## src/rtl/csc_pkg.sv

```systemverilog
`timescale 1ns/1ps
package csc_pkg;
   localparam int HALF_W = 16;
   localparam int PIN_W  = 8;

   // pin index inside one slot's pin byte
   localparam int P_VS1  = 7;
   localparam int P_VS2  = 6;
   localparam int P_WP   = 5;
   localparam int P_CD2  = 4;
   localparam int P_CD1  = 3;
   localparam int P_BVD2 = 2;
   localparam int P_BVD1 = 1;
   localparam int P_RDY  = 0;

   // event bit positions inside a slot half
   localparam int B_LVL_LO = 7;
   localparam int B_LVL_HI = 6;
   localparam int B_RISE   = 5;
   localparam int B_FALL   = 4;

   localparam logic [HALF_W-1:0] HALF_LATCH_MASK = 16'hFF30;
   localparam logic [HALF_W-1:0] HALF_LEVEL_MASK = 16'h00C0;
   localparam logic [HALF_W-1:0] HALF_USED_MASK  = 16'hFFF0;

   typedef enum logic [1:0] {
      RD_PINS   = 2'd0,
      RD_STATUS = 2'd1,
      RD_ENABLE = 2'd2,
      RD_ZERO   = 2'd3
   } rd_sel_e;
endpackage

```

## src/rtl/csc_sync.sv

```systemverilog
`timescale 1ns/1ps
module csc_sync #(
   parameter int W      = 8,
   parameter int STAGES = 2
) (
   input  logic         clk,
   input  logic         rst_n,
   input  logic [W-1:0] d,
   output logic [W-1:0] q
);
   if (STAGES < 2) begin : g_bad_stages
      $error("csc_sync: STAGES must be at least 2");
   end

   logic [W-1:0] stg [STAGES];

   always_ff @(posedge clk or negedge rst_n) begin
      if (!rst_n) begin
         for (int i = 0; i < STAGES; i++) stg[i] <= '0;
      end else begin
         stg[0] <= d;
         for (int i = 1; i < STAGES; i++) stg[i] <= stg[i-1];
      end
   end

   assign q = stg[STAGES-1];
endmodule

```

## src/rtl/csc_slot.sv

```systemverilog
`timescale 1ns/1ps
module csc_slot
   import csc_pkg::*;
(
   input  logic              clk,
   input  logic              rst_n,
   input  logic [PIN_W-1:0]  pin_s,
   input  logic [HALF_W-1:0] clr,
   output logic [HALF_W-1:0] st_q,
   output logic [HALF_W-1:0] lvl,
   output logic              present
);
   logic [PIN_W-1:0]  prev_q;
   logic [PIN_W-1:0]  chg;
   logic              cd_agree;
   logic [HALF_W-1:0] set_v;

   always_ff @(posedge clk or negedge rst_n) begin
      if (!rst_n) prev_q <= '0;
      else        prev_q <= pin_s;
   end

   always_comb begin
      chg      = pin_s ^ prev_q;
      cd_agree = (pin_s[P_CD1] == pin_s[P_CD2]);
      set_v    = '0;
      set_v[HALF_W-1 -: PIN_W] = chg;
      // detect events only when both detect pins tell the same story
      if (!cd_agree) begin
         set_v[PIN_W+P_CD1] = 1'b0;
         set_v[PIN_W+P_CD2] = 1'b0;
      end
      set_v[B_RISE] =  pin_s[P_RDY] & ~prev_q[P_RDY];
      set_v[B_FALL] = ~pin_s[P_RDY] &  prev_q[P_RDY];
   end

   // set has priority over a same-cycle clear
   always_ff @(posedge clk or negedge rst_n) begin
      if (!rst_n) st_q <= '0;
      else        st_q <= ((st_q & ~clr) | set_v) & HALF_LATCH_MASK;
   end

   always_comb begin
      lvl           = '0;
      lvl[B_LVL_LO] = ~pin_s[P_RDY];
      lvl[B_LVL_HI] =  pin_s[P_RDY];
   end

   assign present = ~pin_s[P_CD1] & ~pin_s[P_CD2];
endmodule

```

## src/rtl/csc_irq_unit.sv

```systemverilog
`timescale 1ns/1ps
module csc_irq_unit
   import csc_pkg::*;
#(
   parameter int NUM_SLOTS   = 2,
   parameter int SYNC_STAGES = 2,
   localparam int REG_W      = NUM_SLOTS * HALF_W,
   localparam int PIN_BUS_W  = NUM_SLOTS * PIN_W
) (
   input  logic                 clk,
   input  logic                 rst_n,
   input  logic [PIN_BUS_W-1:0] pin_in,
   input  logic                 wr_en,
   input  logic                 wr_sel,
   input  logic [NUM_SLOTS-1:0] wr_half,
   input  logic [REG_W-1:0]     wr_data,
   input  logic [1:0]           rd_sel,
   output logic [REG_W-1:0]     rd_data,
   output logic                 irq,
   output logic [NUM_SLOTS-1:0] card_present
);
   if (NUM_SLOTS < 1 || NUM_SLOTS > 2) begin : g_bad_slots
      $error("csc_irq_unit: NUM_SLOTS must be 1 or 2");
   end

   logic [PIN_BUS_W-1:0] pin_s;
   logic [REG_W-1:0]     st_all;
   logic [REG_W-1:0]     lvl_all;
   logic [REG_W-1:0]     en_q;
   logic [REG_W-1:0]     pin_view;

   csc_sync #(.W(PIN_BUS_W), .STAGES(SYNC_STAGES)) u_sync (
      .clk   (clk),
      .rst_n (rst_n),
      .d     (pin_in),
      .q     (pin_s)
   );

   for (genvar s = 0; s < NUM_SLOTS; s++) begin : g_slot
      localparam int HB = (NUM_SLOTS - 1 - s) * HALF_W;
      localparam int PB = (NUM_SLOTS - 1 - s) * PIN_W;

      logic [HALF_W-1:0] clr_h;
      logic [HALF_W-1:0] st_h;
      logic [HALF_W-1:0] lvl_h;
      logic [HALF_W-1:0] en_h;

      assign clr_h = (wr_en && !wr_sel && wr_half[s]) ? wr_data[HB +: HALF_W] : '0;

      csc_slot u_slot (
         .clk     (clk),
         .rst_n   (rst_n),
         .pin_s   (pin_s[PB +: PIN_W]),
         .clr     (clr_h),
         .st_q    (st_h),
         .lvl     (lvl_h),
         .present (card_present[s])
      );

      always_ff @(posedge clk or negedge rst_n) begin
         if (!rst_n)
            en_h <= '0;
         else if (wr_en && wr_sel && wr_half[s])
            en_h <= wr_data[HB +: HALF_W] & HALF_USED_MASK;
      end

      assign st_all[HB +: HALF_W]   = st_h;
      assign lvl_all[HB +: HALF_W]  = lvl_h;
      assign en_q[HB +: HALF_W]     = en_h;
      assign pin_view[HB +: HALF_W] = {pin_s[PB +: PIN_W], {(HALF_W-PIN_W){1'b0}}};
   end

   assign irq = |((st_all | lvl_all) & en_q);

   always_comb begin
      unique case (rd_sel_e'(rd_sel))
         RD_PINS:   rd_data = pin_view;
         RD_STATUS: rd_data = st_all | lvl_all;
         RD_ENABLE: rd_data = en_q;
         default:   rd_data = '0;
      endcase
   end
endmodule

```

## config.mk

```make
export PLATFORM = sky130hd
export DESIGN_NAME = csc_irq_unit
export DESIGN_NICKNAME = d
export VERILOG_FILES = /design/src/rtl/csc_pkg.sv /design/src/rtl/csc_sync.sv /design/src/rtl/csc_slot.sv /design/src/rtl/csc_irq_unit.sv
export SDC_FILE = /design/constraint.sdc
export NUM_CORES = 1
export LEC_CHECK = 0
export CORE_MARGIN = 5
export CORE_UTILIZATION = 49
export CTS_CLUSTER_DIAMETER = 150
export DETAILED_ROUTE_END_ITERATION = 6
export PLACE_DENSITY = 0.75
export SLEW_MARGIN = 20
export SYNTH_ARGS = -nofsm -noshare
export SYNTH_HDL_FRONTEND = slang
export SYNTH_SLANG_ARGS = --single-unit
```

## constraint.sdc

```tcl
create_clock -name clk -period 2.1 [get_ports clk]
set_input_delay 0.525 -clock clk [delete_from_list [all_inputs] [get_ports clk]]
set_output_delay 0.525 -clock clk [all_outputs]
set_load 0.01 [all_outputs]
```

======== Word level (Yosys, flattened, before mapping) ========
Index checks and enable logic that the tools add are counted.
word-level totals
  bits in writable memories ............... 0
  word-level logic and storage cells ...... 50
  memories kept ........................... 0
  flip-flop bits (word level) ............. 92
  bits of input ports ..................... 56
  output and inout port bits .............. 35
  ROM bits ................................ 0
  bits in latches ......................... 0
cells by class
  divide/modulo/power cells ............... 0
  $lt $le $gt $ge ......................... 0
  shifts and indexed selects .............. 0
  add/subtract/negate cells ............... 0
  bitwise logic cells ..................... 24
  equal/unequal tests ..................... 4
  multiplexer cells ....................... 5
  reduce and logical (&&, ||, !) cells .... 9
  multiply operators ...................... 0
operator list
  kind                                                             number
  32-bit one-hot mux with 3 select lines                           1
  16-bit bitwise AND                                               2
  32-bit bitwise AND                                               1
  16-bit 2-to-1 mux                                                2
  16-bit inverter                                                  2
  16-bit OR                                                        2
  32-bit by 24-bit OR with 32-bit output                           1
  32-bit OR reduction                                              1
  8-bit XOR                                                        2
  1-bit inverter                                                   8
  1-bit bitwise AND                                                6
  1-bit logical AND                                                6
  2-bit 2-to-1 mux                                                 2
  1-bit == test                                                    2
  2-bit by 1-bit == test with 1-bit output, second input constant  1
  2-bit == test, second input constant                             1
  2-bit zero test                                                  1
  1-bit zero test                                                  1

======== Longest topological paths before layout ========
Gate-level depths: netlist of the first run.
  depth after elaboration ................. 7
  gate-level depth with buffers ........... 5
  depth with buffers taken out ............ 4

======== Hierarchy ========
From an unflattened synthesis of the first run, not the netlist that was laid out.
unflattened totals
  cell total of the unflattened synthesis .. 415
  area total of the unflattened synthesis .. 4,504.3 sq um
by module, submodules not included
  module        cells an instance  area each (sq um)  sequential area each (sq um)  instances
  csc_irq_unit  219                1,941.9            600.6                         1
  csc_slot      74                 820.8              450.4                         2
  csc_sync      48                 920.9              800.8                         1

======== Least setup slack after synthesis of the first run ========
Ideal clock, no wire load.
  path kind ............................... input port to output port
  start point ............................. in rd_sel[1]
  end point ............................... out rd_data[10]
  stages .................................. 4
  path slack .............................. 0.284 ns
  arrival time ............................ 1.291 ns
  required time ........................... 1.575 ns
  path buffers ............................ 2
  path through ............................ buf_4 > clkbuf_4 > mux2i_1 > o21ai_0
between the ends
  word-level cells in the longest chain between the ends .. 2
  elaborated cells between the ends (all ways) .. 4
  those cells by class .................... eq/ne (2); mux (1); reduce/logical (1)
ends and longest elaborated chain
  what                                      line                RTL
  from (decl)                               csc_irq_unit.sv:17  input logic [1:0] rd_sel,
  2-bit == test (tied with other cells)     csc_irq_unit.sv:76  unique case (rd_sel_e'(rd_sel))
  32-bit one-hot mux with 3 select lines *  csc_irq_unit.sv:76
  to (decl)                                 csc_irq_unit.sv:18  output logic [REG_W-1:0] rd_data,
Every way passes the cells marked *; elsewhere a longest branch is shown, timed or not.

======== Worst setup path after layout of the first run ========
  start point ............................. reg g_slot[1].en_h[6]
  end point ............................... out irq
between the ends
  word-level cells in the longest chain between the ends .. 2
ends and longest elaborated chain
  what                    line                RTL
  from (decl)             csc_irq_unit.sv:46  logic [HALF_W-1:0] en_h;
  from (signal assigned)  csc_irq_unit.sv:64  en_h <= wr_data[HB +: HALF_W] & HALF_USED_MASK;
  32-bit bitwise AND      csc_irq_unit.sv:73  assign irq = |((st_all | lvl_all) & en_q);
  32-bit OR reduction     csc_irq_unit.sv:73
  to (decl)               csc_irq_unit.sv:19  output logic irq,
Every way passes these cells.

==> results.txt, run 1 <==
The die boundary width is 97.0 µm. Entering global routing, the biggest net connects 40 pins. The via-per-instance ratio came out at 4.93. The static leakage is 2.38 nW.

Excluding fillers, the count of instances in the completed layout stands at 533. The data required time at the worst endpoint came out at 1.57 ns. The total power of the final layout came out at 4.06 mW. The first routing iteration left 88 violations. The worst reg-to-reg setup slack came out at 0.98 ns. The quantity of I/O buffers inserted on ports came out at 74.

The setup slack at placement came out at -0.704 ns. The synthesis-to-layout area growth came out at 36.3%. The critical path starts at g_slot[1].en_h[6]. For this run, design rule violations remaining after detail routing come to 0. After routing, the total negative slack on setup checks comes to -0.232 ns. The post-synthesis instance area came out at 3710 µm².

The count of unique library cells instantiated by Yosys is 26. In this run the worst hold path is classified as primary input to async pin. The library cell used most frequently in the layout, excluding fill and tap cells, is dfrtp_1. The clock insertion delay at the later pin of the skew report is 0.35 ns. Counting the fill cells in the layout gives 559. During I/O placement, the number of pins put on the boundary was 91. The max-slew violation count is 0. The largest individual stage delay along the critical path comes from the cell dfrtp_1. Global routing used 18.8% of the available tracks across all layers.

At the end of routability-driven placement, the weighted congestion stood at 0.799. In this run, synthesis inferred 0 flip-flops with an integrated enable. The antenna cell count came out at 0.

The sequential area share after synthesis came out at 62.1%. The worst setup path is launched from a register. Summed over all layers, the global routing overflow is 0.

Counting flops and latches in the post-synthesis netlist gives 92. Once detail routing completed, the nets flagged for antenna violations numbered 0. The share of the synthesized area in the top cell type came out at 62.1%. The number of core rows is 31. The reg-to-reg startpoint is u_sync.q[0]. Across the VDD grid, the largest voltage drop is 0.578 mV.

The max-cap check violation count came out at 0. The half-perimeter wire length after placement came out at 6270 µm. Setup repair after global routing could not meet its margin everywhere. The cell count after synthesis came out at 305. The count of endpoints failing setup in the final report is 1. Of all cell types, the one taking the most synthesized area is dfrtp_1.

The average routed wire per standard cell came out at 16.2 µm. Among all flip-flop cells after synthesis, the most frequent one is dfrtp_1. The peak per-stage delay on the critical path is 0.39 ns.

The pre-antenna-repair detailed-routing pass consisted of 4 iterations. Among cell families on the critical path, the largest total delay comes from simple AND/OR/NAND/NOR gates. Counting along the longest clock path gives a buffer depth of 2.

The total wirelength of the detailed-routed design is 8660 µm. The flow ran to the end, but the final reports show violations. The top cell types in the final layout, fill and taps aside, are 92 x dfrtp_1, 67 x nand2_1, 49 x buf_4.

The final-report hold violation count is 0. The number of antenna violations at the first check in global routing came out at 0. The clock skew is 0.00602 ns.

The area of all sequential standard cells came out at 2300 µm². The clock transition at the registers of the reported paths is 0.09 ns. Static timing analysis puts the maximum clock frequency at 429 MHz. The worst setup path is captured at a primary output.

The endpoint arrival time on the critical path is 1.81 ns. After synthesis, the cell types taking the most area are dfrtp_1 62%, mux2_2 7.3%, nand2_1 6.8%. The minimum clock period is 2.33 ns. The total area of multi-input combinational cells is 1290 µm². TritonCTS built the clock tree.

The endpoint of the most critical register-to-register path is g_slot[1].u_slot.st_q[4]. The initial utilization of the core area, before any placement, comes to 50.8%. The total power per unit cell area is 804 nW/µm². In this run the mean area of a mapped cell was 12.2 µm². The worst setup path is of the register to primary output kind.

The total clock sinks came out at 92. The global-route wire length before repair is 14200 µm. The total buffers and inverters traversed by the critical path came out at 1. The depth of the worst register-to-register path came out at 5. The cell total after placement is 515. The maximum fanout along the worst path is 2. The die is 97.0 µm tall. The logic depth of the worst path, buffers included is 5. The number of global-route vias before repair is 2870. In this run the clock root is driven by a clkbuf_8.

The fraction of layout instances using a drive strength above 1 is 28.3%. The net count of the finished layout is 493. The capturing instance or port of the critical path is irq.

The async set-reset flop share out of synthesis came out at 100%. The H-tree depth reported by CTS is 3. The detailed-route via count is 2627. The share of the clock period used by the worst path came out at 111%. The checks that failed: negative setup slack. The CTS buffer count is 9. The core occupancy in the finished layout came out at 69.3%. The floorplan die area is 9410 µm². The signal on the critical path passes through a22o_1 > a221oi_2 > nand3_1 > or3_4 > buf_6. The placeable core region is 7290 µm². The total number of yosys warnings came out at 0. After layout, the worst setup slack is -0.232 ns.
per-stage QoR:
step	area [µm²]	hold slack, ns
after floorplan	3730	0.229
after global routing	5050	0.133
after global placement	4880	0.333
final	5050	0.109
after detailed placement	4880	0.336
after CTS	5100	0.113
synthesized netlist by cell type (2+ instances only):
library cell  number
dfrtp_1           92
nand2_1           67
mux2_2            24
o21ai_0           23
mux2i_1           16
xnor2_1           14
buf_4             11
a22oi_1            9
inv_1              8
buf_2              6
ha_1               6
a22o_1             5
a21o_1             4
clkbuf_1           3
nand3_1            3
and3b_1            2
nand4_1            2
nor2b_1            2
worst reg2reg max path, cell delays in order (launching register included):
cell     delay, ns
dfrtp_1       0.36
buf_4         0.14
inv_1         0.05
buf_4         0.13
ha_1          0.18
a21o_1        0.15
where the power goes:
part / leakage, nW / total (mW) / switching [mW] / internal (mW)
clock network: 0.109 / 1.28 / 0.585 / 0.693
registers: 1.03 / 2.03 / 0.0992 / 1.93
logic: 1.24 / 0.753 / 0.322 / 0.431
cell type report:
class | count | share of cell area [%]
inverter | 8 | 0.594
tap | 99 | 2.45
clock inverter | 4 | 1.46
multi-input combinational | 191 | 25.5
clock buffer | 10 | 2.72
sequential | 92 | 45.6
timing repair buffer | 129 | 21.7
worst min-delay path by stage:
stage | endpoint | cells after the start | startpoint | slack (ns)
floorplan | g_slot[0].en_h[10] | 0 | rst_n | 0.23
global placement | u_sync.q[0] | 0 | u_sync.stg[16] | 0.33
detailed placement | u_sync.q[5] | 0 | u_sync.stg[21] | 0.34
CTS | u_sync.stg[26] | 1 | rst_n | 0.11
global route | g_slot[0].u_slot.prev_q[4] | 1 | rst_n | 0.13
finish | u_sync.stg[26] | 1 | rst_n | 0.11
metal layers:
layer  vias to the layer above  wire (µm)  track usage [%]
met5                         -          0                0
met4                         0        161             7.13
met3                        13        319             3.53
met2                        66       4450             33.2
met1                      1291       3730             22.8
li1                       1257          -                -
registers in the layout, summed over array words and instances (netlist names):
| name | flops |
|---|---|
| g_slot.en_h | 24 |
| g_slot.u_slot.prev_q | 16 |
| g_slot.u_slot.st_q | 20 |
| u_sync.q | 16 |
| u_sync.stg | 16 |
timing repair:
| item | CTS | global route |
|---|---|---|
| gates resized for setup | 67 | 41 |
| hold endpoints to repair | 0 | 0 |
| setup endpoints to repair | 25 | 23 |
| setup buffers | 2 | 2 |
| gates cloned | 0 | 0 |
| hold buffers | 0 | 0 |
| pin swaps | 3 | 0 |
cell families after synthesis:
logic type / share of synthesized area, %
AO/OA/AOI/OAI: 7.73
XOR/XNOR: 3.31
adder cells (fa/ha/maj): 2.02
buffers and inverters: 4.35
flip-flops: 62.1
multiplexers: 11.6
other: 0.101
AND/OR/NAND/NOR: 8.77
(Power assumes the default switching activity.)
==> run 2, diff against run 1 <==
Settings changed: CAP_MARGIN set to 20.
==> results of run 2 <==
The final DEF is identical to that of run 1; final timing and power are the same.
